[src/rtl/pdrom_pkg.sv]
package pdrom_pkg;

    localparam int IO_AW   = 8;
    localparam int WORD_W  = 16;
    localparam int PAGE_W  = 2;
    localparam int BYTE_W  = 8;
    localparam int ROM_AW  = WORD_W + PAGE_W;

    localparam logic [IO_AW-1:0] REG_RESULT = 8'h00;
    localparam logic [IO_AW-1:0] REG_PAGE   = 8'h08;
    localparam logic [IO_AW-1:0] REG_LOW    = 8'h2C;

    typedef struct packed {
        logic [PAGE_W-1:0] page;
        logic [WORD_W-1:0] low;
    } rom_loc_t;

    // Computed array content: one byte per 18-bit location.
    function automatic logic [BYTE_W-1:0] rom_content(input rom_loc_t loc,
                                                      input logic [BYTE_W-1:0] seed);
        logic [BYTE_W-1:0] mix;
        mix = (loc.low[7:0] ^ loc.low[15:8]) + {loc.page, 6'd0};
        return mix ^ seed;
    endfunction

endpackage

[src/rtl/pdrom_regs.sv]
module pdrom_regs
    import pdrom_pkg::*;
(
    input  logic                clk,
    input  logic                rst,
    input  logic [IO_AW-1:0]    io_addr,
    input  logic                io_wr,
    input  logic [WORD_W-1:0]   io_wdata,
    output logic                start,
    output rom_loc_t            acc_loc
);
    logic [PAGE_W-1:0] page_q;
    rom_loc_t          acc_q;
    logic              wr_page;

    assign wr_page = io_wr && (io_addr == REG_PAGE);
    assign start   = io_wr && (io_addr == REG_LOW);
    assign acc_loc = acc_q;

    always_ff @(posedge clk) begin
        if (rst) begin
            page_q <= '0;
            acc_q  <= '0;
        end else begin
            if (wr_page)
                page_q <= io_wdata[PAGE_W-1:0];
            if (start) begin
                acc_q.page <= page_q;
                acc_q.low  <= io_wdata;
            end
        end
    end

    // a page write never starts an access
    a_r5_page_no_start: assert property (@(posedge clk) disable iff (rst)
        (io_wr && io_addr == REG_PAGE) |-> !start);

    // the snapshot only moves when an access starts
    a_r6_snapshot_hold: assert property (@(posedge clk) disable iff (rst)
        !start |=> $stable(acc_q));

endmodule

[src/rtl/pdrom_seq.sv]
module pdrom_seq #(
    parameter int ACCESS_CYC = 3
) (
    input  logic clk,
    input  logic rst,
    input  logic start,
    output logic busy,
    output logic capture
);
    localparam int CW = $clog2(ACCESS_CYC + 1);

    logic [CW-1:0] cnt_q;

    always_ff @(posedge clk) begin
        if (rst)
            cnt_q <= '0;
        else if (start)
            cnt_q <= CW'(ACCESS_CYC);
        else if (cnt_q != '0)
            cnt_q <= cnt_q - 1'b1;
    end

    assign busy    = (cnt_q != '0);
    // Last discharge cycle latches, unless a restart abandons it.
    assign capture = (cnt_q == CW'(1)) && !start;

    // a start always yields a busy cycle next
    a_r2_start_busy: assert property (@(posedge clk) disable iff (rst)
        start |=> busy);

    // capture ends the access
    a_r8_capture_ends: assert property (@(posedge clk) disable iff (rst)
        capture |=> !busy);

    // without a start, an idle sequencer stays idle
    a_r9_idle_stays: assert property (@(posedge clk) disable iff (rst)
        (!start && !busy) |=> !busy);

endmodule

[src/rtl/pdrom_array.sv]
module pdrom_array
    import pdrom_pkg::*;
#(
    parameter int unsigned        DEPTH = 32'h38000,
    parameter logic [BYTE_W-1:0]  SEED  = 8'h5A
) (
    input  rom_loc_t            loc,
    output logic [BYTE_W-1:0]   rdata
);
    localparam logic [ROM_AW:0] LIMIT = (ROM_AW+1)'(DEPTH);

    logic in_range;

    assign in_range = ({1'b0, loc} < LIMIT);
    assign rdata    = in_range ? rom_content(loc, SEED) : '0;

endmodule

[src/rtl/pdrom_reader.sv]
module pdrom_reader
    import pdrom_pkg::*;
#(
    parameter int              ACCESS_CYC = 3,
    parameter int unsigned     DEPTH      = 32'h38000,
    parameter logic [7:0]      SEED       = 8'h5A
) (
    input  logic         clk,
    input  logic         rst,
    input  logic [7:0]   io_addr,
    input  logic         io_wr,
    input  logic         io_rd,
    input  logic [15:0]  io_wdata,
    output logic [7:0]   io_rdata,
    output logic         busy
);
    logic              start;
    logic              capture;
    rom_loc_t          acc_loc;
    logic [BYTE_W-1:0] rom_byte;
    logic [BYTE_W-1:0] result_q;

    pdrom_regs u_regs (
        .clk      (clk),
        .rst      (rst),
        .io_addr  (io_addr),
        .io_wr    (io_wr),
        .io_wdata (io_wdata),
        .start    (start),
        .acc_loc  (acc_loc)
    );

    pdrom_seq #(.ACCESS_CYC(ACCESS_CYC)) u_seq (
        .clk     (clk),
        .rst     (rst),
        .start   (start),
        .busy    (busy),
        .capture (capture)
    );

    pdrom_array #(.DEPTH(DEPTH), .SEED(SEED)) u_array (
        .loc   (acc_loc),
        .rdata (rom_byte)
    );

    always_ff @(posedge clk) begin
        if (rst)
            result_q <= '0;
        else if (capture)
            result_q <= rom_byte;
    end

    assign io_rdata = (io_rd && io_addr == REG_RESULT) ? result_q : '0;

    // the result register only moves on a capture
    a_r3_result_hold: assert property (@(posedge clk) disable iff (rst)
        !capture |=> $stable(result_q));

    // nothing is driven outside a result read
    a_r4_quiet_bus: assert property (@(posedge clk) disable iff (rst)
        !(io_rd && io_addr == REG_RESULT) |-> (io_rdata == '0));

endmodule

[config.mk]
export PLATFORM = sky130hd
export DESIGN_NAME = pdrom_reader
export DESIGN_NICKNAME = d
export VERILOG_FILES = /design/src/rtl/pdrom_pkg.sv /design/src/rtl/pdrom_regs.sv /design/src/rtl/pdrom_seq.sv /design/src/rtl/pdrom_array.sv /design/src/rtl/pdrom_reader.sv
export SDC_FILE = /design/constraint.sdc
export NUM_CORES = 1
export LEC_CHECK = 0
export BUFFER_PORTS_ARGS = -buffer_cell sky130_fd_sc_hd__buf_2
export CAP_MARGIN = 20
export CORE_MARGIN = 3
export CORE_UTILIZATION = 35
export DETAILED_ROUTE_END_ITERATION = 16
export HOLD_SLACK_MARGIN = 0.06
export SLEW_MARGIN = 20
export SYNTH_ARGS = -nofsm -noshare
export SYNTH_HDL_FRONTEND = slang
export SYNTH_SLANG_ARGS = --single-unit
[constraint.sdc]
create_clock -name clk -period 1.6 [get_ports clk]
set_input_delay 0.24 -clock clk [delete_from_list [all_inputs] [get_ports clk]]
set_output_delay 0.24 -clock clk [all_outputs]
set_load 0.005 [all_outputs]
* Word-level counts from Yosys, hierarchy flattened
Index checks and enable logic that the tools add are counted.
** Storage, ports and cells
- Register bits :: 30
- Logic and storage cells :: 25
** Cells by class
- Add/sub/neg operators :: 2
- Order comparisons :: 1
- Eq/ne operators :: 3
- Mux-type cells :: 4
- Bitwise gates (word level) :: 2
- Reduce and logical (&&, ||, !) cells :: 8
** Operator list (count)
- $lt 18x18->1 const B :: 1
- $mux 8 :: 2
- $add 8x8->8 :: 1
- $eq 8x4->1 const B :: 1
- $eq 8x6->1 const B :: 1
- $logic_not 8->1 :: 1
- $xor 8x8->8 :: 1
- $logic_and 1x1->1 :: 4
- $mux 2 :: 2
- $not 4->4 :: 1
- $reduce_bool 2->1 :: 2
- $eq 2x1->1 const B :: 1
- $sub 2x1->2 const B :: 1
- $logic_not 1->1 :: 1

* Logic depth before layout (Yosys ltp)
- Depth in word-level cells :: 4
- Gate-level depth with buffers :: 6
- Mapped depth without buffers :: 6

* By module
From an unflattened synthesis, not the netlist that was laid out.
** Second synthesis, totals
- Cell total of the unflattened synthesis :: 167
- Area total of the unflattened synthesis :: 1669.1 um^2
** Modules (own cells, without submodules)
- pdrom_regs :: times used 1, cells an instance 86, area each 924.6 um^2
- pdrom_reader :: times used 1, cells an instance 46, area each 470.5 um^2
- pdrom_array :: times used 1, cells an instance 22, area each 155.1 um^2
- pdrom_seq :: times used 1, cells an instance 13, area each 118.9 um^2

* Worst setup path before layout
OpenSTA, ideal clock, no wires.
- Path type :: in2out
- Start point :: input port io_addr[0]
- End point :: output port io_rdata[0]
- Arrival :: 1.480 ns
- Data required time :: 1.360 ns
- Setup slack :: -0.120 ns
- Stages on the path :: 4
- Path through :: or4_4 buf_6 nor4_2 and2_1
** Between the ends
- Word-level cells in the longest chain between the ends :: 3
** Ends and longest elaborated chain
- start, declared :: RTL line pdrom_reader.sv:10 : input logic [7:0] io_addr,
- $logic_not 8->1 :: RTL line pdrom_reader.sv:53 : assign io_rdata = (io_rd && io_addr == REG_RESULT) ? result_q : '0;
- $logic_and 1x1->1 :: RTL line pdrom_reader.sv:53
- $mux 8 :: RTL line pdrom_reader.sv:53
- end, declared :: RTL line pdrom_reader.sv:14 : output logic [7:0] io_rdata,
No other way between the ends.

* Worst setup path in the final report
- Start point :: input port io_addr[0]
- End point :: output port io_rdata[3]
The elaborated chain is that of the path after synthesis.

==> out/results.ini <==
[yosys]
synthesis.instances=163
ys_seq_area_frac=0.430
synth_nets=194
synthAdderAreaFrac=0.0269
yosys.area_share.xor_xnor=0.0627
ys_warn_count=0
synth_top_family_by_area=simple AND/OR/NAND/NOR gates
synth_seq_cells=30
async_reset_ff_frac=0
ys_types=26
synth_mux_area_frac=0.0287
avgSynthCellArea_um2=8.57
synth-compound-area-share=0.131
synth_flop_cell=dfxtp_1
synth_enable_flop_cells=0
yosys.area_share.simple=0.273
synth.cell_area_um2=1400

[drt]
first_iter_violations=58
drc_errors=0
drt_wl_total_um=2970
viasPerCell=4.68
num_vias=1211
ant_nets=0
wl_per_cell_um=11.5
dr.pass1.iters=4

[cells_and_area]
seq_area_um2=601
antenna_cells=0
final_nets=241
drive_gt1_frac=0.351
nFillCells=374
mostFrequentLayoutCell=nand2_1
layout_common_cells=43 x nand2_1, 30 x dfxtp_1, 27 x buf_2, 18 x a21oi_1, 9 x buf_6
syn2layout_area_growth_pct=39.9
multiInputGateArea_um2=774

[run]
timing.max_cap.violations=0

[critical_path]
worst_setup_path_end_kind=output port
crit_fanout=8
required_ns=1.36
r2r_setup_slack_ns=0.09
cp-endpoint=io_rdata[3]
worst_ep_arrival_time_ns=1.41
r2r-start=u_regs.acc_loc[14]
start_kind=input pin
criticalPathCategory=input pin to output port
r2r-end=result_q[7]
reg2reg_depth=6
startpoint=io_addr[0]

[global_routing]
grt_start_max_net_pins=31
first_global_vias=1101
grt_pass1_wl_um=4710
grt.overflow.total=0
met1_usage=0.162
grtUsageMet2=0.173
antenna_found_initial=0
met3_usage=0.0394
globalRoute.busiestLayer=met2
gr-usage-all-layers=0.117

[floorplanning]
rows=22
core_um2=3740
initial_core_util=0.373
io_pins=37
die_h_um=69.2
fp.dieW_um=69.2
dieArea_um2=4780

[timing]
post-route-period-util=1.03
hold_viol=0
grt_setup_unrepaired=yes
finalSetupViolCount=8
fin_crit_ns=1.65
maxSlewHeadroom=0.634
finClkSkew_ns=0.00371
fmax_ghz=0.604
final.setup.tns_ns=-0.415
layout_setup_ws_ns=-0.0545
tightest_slew_ns=0.547
drv_slew=0

[placed_design]
portBuffers=36
dp.final_hpwl_um=2010
gp_congestion=0.754
pre_cts_slack_ns=-0.237

[clock_network]
cts_tree=yes
cts_max_level=2
cts_sinks=30
clock_path_buffers=2
path_clk_slew_ns=0.06
cts_hold_buffers=0
cts-buffers-inserted=5
cts_root_buf=clkbuf_8
clk_latency_ns=0.27

[power]
power.leakage_nw=0.789
powerDensity_nw_per_um2=945
vdd_drop_max_mv=0.540

[run_status]
status=finished, violations left
failed_checks=negative setup slack

[min_path]
whs_path_depth=3
min_path_type=input pin to flop

-- power breakdown --
part,internal [mW],switching (mW)
Sequential,0.819,0.0403
Clock,0.346,0.267
Combinational,0.189,0.185
-- state kept, by name (all words and copies together) (netlist names) --
signal and cells:
u_regs.acc_loc 18, result_q 8, u_regs.page_q 2, u_seq.cnt_q 2
-- Yosys cell counts, types with 2 or more instances --
| cell type | instances | area [µm²] |
|---|---|---|
| a21oi_1 | 21 | 105 |
| and2_1 | 8 | 50.1 |
| buf_2 | 2 | 10.0 |
| buf_6 | 2 | 22.5 |
| clkbuf_1 | 3 | 11.3 |
| dfxtp_1 | 30 | 601 |
| ha_1 | 3 | 37.5 |
| inv_1 | 4 | 15.0 |
| mux2i_1 | 4 | 40.0 |
| nand2_1 | 43 | 161 |
| nand2b_1 | 3 | 18.8 |
| nand3b_1 | 8 | 60.1 |
| nor2_1 | 4 | 15.0 |
| nor4_2 | 2 | 25.0 |
| o21ai_0 | 7 | 35.0 |
| xnor2_1 | 5 | 43.8 |
| xor2_1 | 5 | 43.8 |
-- worst min path at each step --
stage	startpoint	to	slack (ns)
detailed placement	u_regs.page_q[0]	u_regs.acc_loc[16]	0.45
global route	io_wdata[4]	u_regs.acc_loc[4]	0.21
floorplan	io_wdata[0]	u_regs.acc_loc[0]	0.38
global placement	u_regs.page_q[0]	u_regs.acc_loc[16]	0.45
CTS	io_wdata[8]	u_regs.acc_loc[8]	0.20
finish	io_wdata[8]	u_regs.acc_loc[8]	0.20
-- routing by layer --
layer / vias up / part of all wire
li1: 633 / -
met5: - / 0
met3: 5 / 0.056
met4: 0 / 0.0064
met2: 31 / 0.45
met1: 542 / 0.49
-- cell families (layout without fill, tap and decap cells) --
| group | Yosys count | count (layout) |
|---|---|---|
| XOR/XNOR | 10 | 10 |
| buffers and inverters | 12 | 60 |
| multiplexers | 4 | 4 |
| adder cells (fa/ha/maj) | 3 | 3 |
| flip-flops | 30 | 30 |
| AND/OR/NAND/NOR | 73 | 73 |
| AO/OA/AOI/OAI | 31 | 31 |
-- what timing repair did --
action	CTS	global route
cloned	0	2
setup buffers	2	1
resized for setup	1	21
pin swaps	8	6
setup endpoints to repair	8	29
-- worst max-delay path, cell delays in order --
cell,delay (ns)
buf_6,0.09
or4_4,0.55
nor4_4,0.14
buf_4,0.18
and2_4,0.14
buf_6,0.08
-- stage by stage --
| stage | instances | hold WS, ns | utilization | area, µm² | total power, mW |
|---|---|---|---|---|---|
| 6_report | 259 | 0.195 | 0.522 | 1950 | 1.85 |
| 5_1_grt | 259 | 0.212 | 0.522 | 1950 | 1.96 |
| 4_1_cts | 256 | 0.196 | 0.480 | 1800 | 1.85 |
| 3_5_place_dp | 246 | 0.455 | 0.450 | 1680 | 1.23 |
| 3_3_place_gp | 246 | 0.452 | 0.450 | 1680 | 1.23 |
| 2_1_floorplan | 163 | 0.376 | - | 1410 | 1.09 |
-- area by class of cell --
type                       count  area share
multi-input combinational    121       0.397
sequential                    30       0.307
timing repair buffer          48       0.211
clock buffer                   7      0.0442
tap                           48      0.0307
inverter                       4     0.00769
clock inverter                 1     0.00256
No activity file was read; power rests on OpenSTA's default activity.
